`config.mk`:
```
export PLATFORM = sky130hd
export DESIGN_NAME = sdram_burst_colgen
export DESIGN_NICKNAME = d
export VERILOG_FILES = /design/src/rtl/sdram_burst_colgen.sv
export SDC_FILE = /design/constraint.sdc
export NUM_CORES = 1
export LEC_CHECK = 0
export BUFFER_PORTS_ARGS = -buffer_cell sky130_fd_sc_hd__buf_4
export CORE_ASPECT_RATIO = 1.4
export CORE_UTILIZATION = 35
export CTS_CLUSTER_DIAMETER = 150
export DETAILED_ROUTE_END_ITERATION = 10
export SYNTH_ARGS = -nofsm -noshare
export SYNTH_HDL_FRONTEND = slang
export SYNTH_SLANG_ARGS = --single-unit
```
`constraint.sdc`:
```
create_clock -name clk -period 2.7 [get_ports clk]
set_input_delay 0.135 -clock clk [delete_from_list [all_inputs] [get_ports clk]]
set_output_delay 0.135 -clock clk [all_outputs]
set_load 0.01 [all_outputs]
```
`src/rtl/sdram_burst_colgen.sv`:
```
module sdram_burst_colgen #(
  parameter int COL_W = 8
) (
  input  logic             clk,
  input  logic             rst_n,
  input  logic             cke,
  input  logic             cmd_load,
  input  logic             cmd_write,
  input  logic             cmd_stop,
  input  logic [COL_W-1:0] start_col,
  input  logic [2:0]       burst_len,
  input  logic             burst_interleave,
  input  logic             read_burst_single_write,
  output logic [COL_W-1:0] col,
  output logic             col_valid,
  output logic             col_last
);
  localparam logic [COL_W-1:0] ALL_ONES = {COL_W{1'b1}};

  logic             ce_q, act, il, full;
  logic [COL_W-1:0] base, beat, mask, order;
  logic             one_beat, len_full;

  function automatic logic [COL_W-1:0] mask_of(input logic [2:0] code);
    case (code)
      3'b001:  return COL_W'(1);
      3'b010:  return COL_W'(3);
      3'b011:  return COL_W'(7);
      3'b111:  return ALL_ONES;
      default: return '0;
    endcase
  endfunction

  assign one_beat  = cmd_write && read_burst_single_write;
  assign len_full  = !one_beat && (burst_len == 3'b111);
  assign order     = il ? (base ^ beat) : (base + beat);
  assign col       = act ? ((base & ~mask) | (order & mask)) : '0;
  assign col_valid = act;
  assign col_last  = act && !full && (beat == mask);

  always_ff @(posedge clk) begin
    if (!rst_n) begin
      ce_q <= 1'b1;
      act  <= 1'b0;
      il   <= 1'b0;
      full <= 1'b0;
      base <= '0;
      beat <= '0;
      mask <= '0;
    end else begin
      ce_q <= cke;
      if (ce_q) begin
        if (cmd_load) begin
          act  <= 1'b1;
          base <= start_col;
          beat <= '0;
          mask <= one_beat ? '0 : mask_of(burst_len);
          full <= len_full;
          il   <= burst_interleave && !len_full;
        end else if (cmd_stop) begin
          act <= 1'b0;
        end else if (act) begin
          if (col_last) act <= 1'b0;
          else          beat <= beat + 1'b1;
        end
      end
    end
  end

  a_r11_freeze: assert property (@(posedge clk) disable iff (!rst_n)
    !ce_q |=> $stable(col) && $stable(col_valid) && $stable(col_last));

  a_r2_load: assert property (@(posedge clk) disable iff (!rst_n)
    ce_q && cmd_load |=> col_valid && col == $past(start_col));

  a_r8_stop: assert property (@(posedge clk) disable iff (!rst_n)
    ce_q && cmd_stop && !cmd_load |=> !col_valid);

  a_r7_end: assert property (@(posedge clk) disable iff (!rst_n)
    ce_q && col_last && !cmd_load |=> !col_valid);

  a_r6_full_run: assert property (@(posedge clk) disable iff (!rst_n)
    ce_q && col_valid && full && !cmd_stop && !cmd_load |=>
      col_valid && col == COL_W'($past(col) + 1'b1));

  a_r7_last_in_burst: assert property (@(posedge clk) disable iff (!rst_n)
    col_last |-> col_valid);
endmodule

```
==> reports/results.txt, run 1 <==
Global placer's final weighted congestion = 0.854
Mapped Area = 1540 µm²
CP required = 2.57 ns
Fmax = 397 MHz
Global-route wire length before repair = 6630 µm
Commonest cells after routing, fill and taps aside = 30 x buf_4, 28 x nand2_1, 24 x dfxtp_1
Worst Path Arrival = 2.38 ns
DRC = 0
Commonest non-fill, non-tap cell in the layout = buf_4
Setup CP Type = reg2out
CTS tree = yes
Flop pwr share = 0.468
Sw Share = 0.252
Syn Nets = 225
Max VDD drop = 0.244 mV
Antenna violations before repair = 0
Post-DR wirelength/cell = 14.0 µm
CTS sink count = 24
Sequential area share after synthesis = 0.311
Num CTS Buffers = 3
Worst setup EP type = primary output
Via count = 1513
Core box area = 4240 µm²
Die height = 80.6 µm
Mean Syn Cell Area = 7.83 µm²
Yosys cell types = 39
Layout cell share with drive strength beyond 1 = 0.162
Largest net degree at the start of global routing = 24
Vias in the first global route = 1424
Maxcap violations = 0
Pint = 614 µW
Period utilization = 0.933
Min-delay worst type = in2reg
#FFs+latches synth = 24
Die width = 58.1 µm
DP HPWL = 2820 µm
Crit start category = flop
Power per cell area = 438 nW/µm²
CTS Root Cell = clkbuf_8
Fin. Hold Viols = 0
Post-CTS resize count = 0
Combinational share of power = 0.128
FP Rows = 28
Overflow after GRT = 0
Setup-failing EPs final = 0
Syn-to-layout area delta = 21.6%
Drt pass-1 iters = 4
I/O Pins = 29
Post-synth EDFFs = 0
Clk_skew = 0.0117 ns
Crit path time final = 2.52 ns
RSZ-0062 raised after global routing = false
Port buffer count = 28
Nets = 251
N_diodes = 0
Global-route usage over all layers = 0.186
Final slew viol count = 0
Ys flop type = dfxtp_1
NetSw = 207 µW
Post-DR vias/cell = 5.37
CTS Buffer Depth = 2
Placed Cells = 278
Cts-stage hold buffer count = 0
Status = complete, no violations
Setup Fix Bufs, Post-CTS = 0
Place WS = 0.512 ns
Setup TNS Final = 0 ns
Syn Inst Count = 197
Asr flop ratio synth = 0
Die area = 4680 µm²
Post-Layout Cell Count = 282
Clk pwr share = 0.404
Max_slew headroom = 0.484
Worst-path clk slew = 0.10 ns
CP max FO = 8
Skew-Pair Late Insertion Delay = 0.28 ns
Drt initial violations = 43
Hold slack = 0.0318 ns
WL final = 3960 µm
Slew @ Worst Pin = 0.773 ns
Starting Density = 0.364
Fillers = 462
Synth Warn # = 0
Pleak = 0.704 nW
Max H-tree Level = 1
Final WS setup = 0.182 ns
Final ANT Viol Nets = 0
-- cell type report --
cell class / count / area, µm² / area share
repair buffers: 30 / 225 / 0.120
multi-input cells: 158 / 1000 / 0.534
flip-flops and latches: 24 / 480 / 0.256
clock buffers: 3 / 41.3 / 0.0220
well taps: 60 / 75.1 / 0.0400
clock inverters: 1 / 30.0 / 0.0160
inverters: 6 / 22.5 / 0.0120
-- synthesized netlist by cell type, types with 2 or more instances --
| library cell | n | area share |
|---|---|---|
| nand3b_1 | 2 | 0.0097 |
| a21oi_1 | 23 | 0.075 |
| xnor2_1 | 6 | 0.034 |
| nor2b_1 | 2 | 0.0081 |
| or4b_1 | 3 | 0.019 |
| dfxtp_1 | 24 | 0.31 |
| nor4_1 | 2 | 0.0081 |
| a211oi_1 | 3 | 0.015 |
| nand2b_1 | 9 | 0.036 |
| o211ai_1 | 3 | 0.015 |
| a21o_1 | 2 | 0.0097 |
| or4_1 | 2 | 0.0097 |
| o21ai_0 | 5 | 0.016 |
| nand2_1 | 28 | 0.068 |
| mux2i_1 | 5 | 0.032 |
| a31oi_1 | 7 | 0.028 |
| nor2_1 | 13 | 0.032 |
| clkbuf_1 | 7 | 0.017 |
| nand3_1 | 8 | 0.026 |
| inv_1 | 6 | 0.015 |
| o311ai_0 | 3 | 0.017 |
| o2111ai_1 | 2 | 0.011 |
| nand4_1 | 4 | 0.016 |
| nor3_1 | 2 | 0.0065 |
| ha_1 | 8 | 0.065 |
| or3_1 | 5 | 0.020 |
-- cells by family after synthesis --
logic type      share of synthesized area
simple gates                        0.280
compound gates                      0.218
flops                               0.311
buf+inv                            0.0397
fa+ha+maj                          0.0844
xor+xnor                           0.0341
mux                                0.0324
-- critical path, cell delays in order, from the launching register on --
cell	delay, ns
dfxtp_1	0.39
ha_1	0.25
fa_1	0.39
a21o_1	0.19
a21oi_1	0.18
nor3_1	0.09
mux2i_1	0.14
a311o_1	0.33
buf_4	0.14
-- metrics by stage --
stage / area (µm²) / util / total power [mW]
floorplan: 1540 / - / 0.451
global placement: 1800 / 0.426 / 0.498
detailed placement: 1800 / 0.426 / 0.498
CTS: 1880 / 0.442 / 0.824
global route: 1880 / 0.442 / 0.856
finish: 1880 / 0.442 / 0.821
-- flip-flops by register name, indices dropped and copies added (netlist names) --
signal     flops
beat           8
ce_q           1
mask           4
base           8
col_valid      1
il             1
full           1
-- worst paths after layout --
path,startpoint,end,slack [ns],depth (start not counted)
worst max-delay path,beat[0],col[6],0.18,8
worst min register to register,base[7],base[7],0.48,2
worst max register to register,col_valid,beat[7],0.72,5
worst min-delay path,rst_n,ce_q,0.03,2
-- power groups by stage --
stage,combinational (mW),clock [mW],sequential (mW)
floorplan,0.0681,0,0.383
global placement,0.106,0,0.392
detailed placement,0.106,0,0.392
CTS,0.106,0.334,0.384
global route,0.118,0.352,0.386
finish,0.105,0.332,0.384
-- metal layers --
metal,vias to the layer above,routed length (µm),track usage
li1,775,-,-
met1,690,1790,0.230
met2,39,1950,0.317
met3,9,114,0.0193
met4,0,103,0.0857
met5,-,0,0
(Power assumes the default switching activity.)
==> inputs of run 2 (changes only) <==
==> constraint.sdc (replaced) <==
create_clock -name clk -period 2.7 [get_ports clk]
set_input_delay 0.135 -clock clk [delete_from_list [all_inputs] [get_ports clk]]
set_output_delay 0.135 -clock clk [all_outputs]
set_load 0.05 [all_outputs]
==> reports/results.txt, run 2 (synthesis results as in run 1) <==
Fin area = 1850 µm²
Final ANT Viol Nets = 0
Die width = 58.1 µm
Global-route usage over all layers = 0.189
CP max FO = 8
Maxcap violations = 0
Commonest non-fill, non-tap cell in the layout = buf_4
Die area = 4680 µm²
Final slew viol count = 0
Layout cell share with drive strength beyond 1 = 0.167
NetSw = 211 µW
Setup Fix Bufs, Post-CTS = 0
Fmax = 398 MHz
Worst Path Arrival = 2.38 ns
Core box area = 4240 µm²
Util after Layout = 0.437
I/O Pins = 29
Total area of sequential cells = 482 µm²
Via count = 1507
CTS tree = yes
Drt pass-1 iters = 4
Crit path time final = 2.51 ns
CP required = 2.57 ns
CTS Root Cell = clkbuf_8
R2r endpoint = beat[7]
Post-DR vias/cell = 5.36
Met1 usage = 0.234
Overflow after GRT = 0
Commonest cells after routing, fill and taps aside = 30 x buf_4, 28 x nand2_1, 23 x a21oi_1, 23 x dfxtp_1, 13 x nor2_1
Syn-to-layout area delta = 20.1%
Setup CP Type = reg2out
Nets = 251
Fillers = 450
DRC = 0
Most used routing layer = met2
Num CTS Buffers = 3
Flop pwr share = 0.529
Crit start category = flop
Starting Density = 0.364
Worst-path clk slew = 0.09 ns
Combinational share of power = 0.169
Largest net degree at the start of global routing = 24
Sw Share = 0.291
Global-route wire length before repair = 6840 µm
Footprint of the multi-input gates = 1010 µm²
Power per cell area = 392 nW/µm²
WHS Endpoint = ce_q
Die height = 80.6 µm
Clk_skew = 0.00512 ns
Top flop regs = base x8, beat x8, mask x4
CTS sink count = 24
Fin. Hold Viols = 0
Pleak = 0.690 nW
Port buffer count = 28
Drt initial violations = 30
Max VDD drop = 0.139 mV
Met2 Use GR = 0.323
Met3 GRT Util = 0.0209
Min-delay worst type = in2reg
DP HPWL = 2860 µm
CTS Buffer Depth = 2
RSZ-0062 raised after global routing = false
Max H-tree Level = 1
Hold Crit Start = rst_n
Period utilization = 0.931
Place WS = 0.449 ns
Skew-Pair Late Insertion Delay = 0.27 ns
Reg2reg start = col_valid
Status = complete, no violations
N_diodes = 0
Antenna violations before repair = 0
Setup TNS Final = 0 ns
Reg2Reg Setup Slack = 0.72 ns
Post-DR wirelength/cell = 14.3 µm
R2R cell count = 5
FP Rows = 28
Final WS setup = 0.188 ns
Clk pwr share = 0.302
Placed Area = 1800 µm²
Setup-failing EPs final = 0
Worst setup EP type = primary output
Hold Path Stages = 2
Pint = 516 µW
Vias in the first global route = 1453
Slew @ Worst Pin = 0.795 ns
Global placer's final weighted congestion = 0.848
WL final = 4010 µm
Max_slew headroom = 0.470
-- run 2: changes by cell type in the layout (fill, tap and decap cells not counted) --
cell,delta
a221oi_1,-1
dfxtp_1,-1
bufinv_16,-1
a221oi_2,+1
dfxtp_2,+1
-- run 2: final cells by class --
cell class | instances | area share
Clock buffer | 3 | 0.0223
Inverter | 6 | 0.0122
Multi-Input combinational cell | 158 | 0.544
Sequential cell | 24 | 0.260
Tap cell | 60 | 0.0405
Timing Repair Buffer | 30 | 0.122
-- run 2: routing by layer --
metal,share of wire,wire (µm)
met1,0.42,1680
met2,0.52,2090
met3,0.037,148
met4,0.023,91
met5,0,0
-- run 2: power groups by stage --
stage | registers (mW) | clock network (mW) | logic (mW)
after floorplan | 0.386 | 0 | 0.0821
after global placement | 0.392 | 0 | 0.123
after detailed placement | 0.393 | 0 | 0.123
after CTS | 0.385 | 0.226 | 0.124
after global routing | 0.387 | 0.240 | 0.136
final | 0.384 | 0.220 | 0.123
-- run 2: critical path: stages (launching register included) --
cell	delay, ns
dfxtp_2	0.37
ha_1	0.23
fa_1	0.39
a21o_1	0.19
a21oi_1	0.18
nor3_1	0.09
mux2i_1	0.14
a311o_1	0.32
buf_4	0.19
-- run 2: per-stage QoR --
step           power, mW  hold slack [ns]  cells
6_report           0.727           0.0360    281
5_1_grt            0.763           0.0428    281
4_1_cts            0.734           0.0367    281
3_5_place_dp       0.516            0.324    278
3_3_place_gp       0.515            0.320    278
2_1_floorplan      0.468            0.208    197
-- run 2: what timing repair did --
item | 4_1_cts | 5_1_grt
hold buffers | 0 | 0
resized for setup | 0 | 2
setup endpoints to repair | 0 | 2
-- run 2: worst max path at each step --
stage                        end  cells after the start     from  slack [ns]
after CTS                 col[7]                      7  beat[2]        0.14
after global routing      col[6]                      8  beat[0]        0.04
final                     col[6]                      8  beat[0]        0.19
after detailed placement  col[7]                      7  beat[2]        0.45
after floorplan           col[3]                      5  beat[1]        0.10
after global placement    col[6]                      8  beat[0]        0.47
==> inputs of run 3 (changes only) <==
--- a/config.mk
+++ b/config.mk
@@ -7,9 +7,11 @@
 export LEC_CHECK = 0
 export BUFFER_PORTS_ARGS = -buffer_cell sky130_fd_sc_hd__buf_4
 export CORE_ASPECT_RATIO = 1.4
-export CORE_UTILIZATION = 35
+export CORE_MARGIN = 8
+export CORE_UTILIZATION = 50
 export CTS_CLUSTER_DIAMETER = 150
 export DETAILED_ROUTE_END_ITERATION = 10
+export PLACE_DENSITY = 0.73
 export SYNTH_ARGS = -nofsm -noshare
 export SYNTH_HDL_FRONTEND = slang
 export SYNTH_SLANG_ARGS = --single-unit
==> reports/results.txt, run 3 (synthesis results as in run 1) <==
Clk_skew = 0.00104 ns
Fin. Hold Viols = 0
Period utilization = 0.964
Top flop regs = base x8, beat x8, mask x4
CTS Root Cell = clkbuf_8
Worst-path clk slew = 0.09 ns
Combinational share of power = 0.147
Starting Density = 0.509
Post-DR wirelength/cell = 15.1 µm
I/O Pins = 29
CTS sink count = 24
Drt initial violations = 65
Overflow after GRT = 0
Setup Fix Bufs, Post-CTS = 0
Placed Cells = 255
Syn-to-layout area delta = 18.9%
Pleak = 0.693 nW
Skew-Pair Late Insertion Delay = 0.27 ns
Footprint of the multi-input gates = 1000 µm²
CP max FO = 8
Global-route wire length before repair = 6650 µm
Min-delay worst type = in2reg
Reg2reg start = col_valid
Largest net degree at the start of global routing = 24
RSZ-0062 raised after global routing = false
FP Rows = 24
Max H-tree Level = 1
Port buffer count = 28
Layout cell share with drive strength beyond 1 = 0.155
Maxcap violations = 0
Total area of sequential cells = 480 µm²
Post-CTS resize count = 0
Setup TNS Final = 0 ns
R2R cell count = 5
Global-route usage over all layers = 0.156
Fmax = 384 MHz
DRC = 0
Pint = 614 µW
Flop pwr share = 0.464
Antenna violations before repair = 0
Via count = 1517
Crit start category = flop
WL final = 3920 µm
Die area = 5140 µm²
Crit path time final = 2.60 ns
Die width = 62.9 µm
CP required = 2.57 ns
Power per cell area = 452 nW/µm²
Vias in the first global route = 1455
CTS tree = yes
Hold Crit Start = rst_n
Setup CP Type = reg2out
Nets = 249
Post-DR vias/cell = 5.86
Core box area = 3030 µm²
Slew @ Worst Pin = 0.721 ns
NetSw = 216 µW
Max VDD drop = 0.391 mV
Max_slew headroom = 0.519
Setup-failing EPs final = 0
Worst setup startpoint = beat[0]
Sw Share = 0.260
Status = complete, no violations
Hold Path Stages = 2
Commonest cells after routing, fill and taps aside = 28 x nand2_1, 28 x buf_4, 24 x dfxtp_1
Fillers = 285
CTS Buffer Depth = 2
N_diodes = 0
Die height = 81.7 µm
Num CTS Buffers = 3
Drt pass-1 iters = 4
Global placer's final weighted congestion = 0.855
Final ANT Viol Nets = 0
Cts-stage hold buffer count = 0
Final slew viol count = 0
Worst setup EP type = primary output
Worst Path Arrival = 2.47 ns
Post-Layout Cell Count = 259
DP HPWL = 2960 µm
Clk pwr share = 0.389
-- run 3: power by group through the flow --
stage,clock (mW),combinational (mW),sequential [mW]
floorplan,0,0.0821,0.386
detailed placement,0,0.122,0.393
global route,0.339,0.133,0.388
finish,0.323,0.122,0.385
CTS,0.324,0.122,0.385
global placement,0,0.119,0.393
-- run 3: cell type report --
class | instances | area share
Multi-Input combinational cell | 158 | 0.546
Clock buffer | 3 | 0.0225
Inverter | 6 | 0.0123
Sequential cell | 24 | 0.262
Tap cell | 39 | 0.0266
Clock inverter | 1 | 0.0164
Timing Repair Buffer | 28 | 0.115
-- run 3: worst paths after layout --
path	end	slack [ns]
worst max-delay path	col[6]	0.1
worst min-delay path	ce_q	0.02
worst max register to register	beat[6]	0.69
worst min register to register	base[7]	0.48
-- run 3: through the flow --
stage               hold WS (ns)  utilization  setup slack (ns)  power, mW  area, µm²
detailed placement         0.318        0.581             0.433      0.515       1760
global placement           0.317        0.581             0.481      0.511       1760
CTS                       0.0258        0.605             0.111      0.831       1830
floorplan                  0.208            -             0.103      0.468       1540
global route              0.0260        0.605            0.0140      0.860       1830
finish                    0.0220        0.605            0.0963      0.830       1830
-- run 3: metal layers --
metal	up-vias	track usage	routed length [µm]
met3	9	0.0286	153
met5	-	0	0
met2	31	0.277	2000
met4	0	0.0595	84
li1	768	-	-
met1	709	0.182	1680
-- run 3: critical path, cell delays in order, from the launching register on --
cell,delay [ns]
dfxtp_1,0.40
ha_1,0.27
fa_1,0.40
a21o_1,0.19
a21oi_1,0.18
nor3_1,0.09
mux2i_1,0.14
a311o_1,0.33
buf_4,0.19
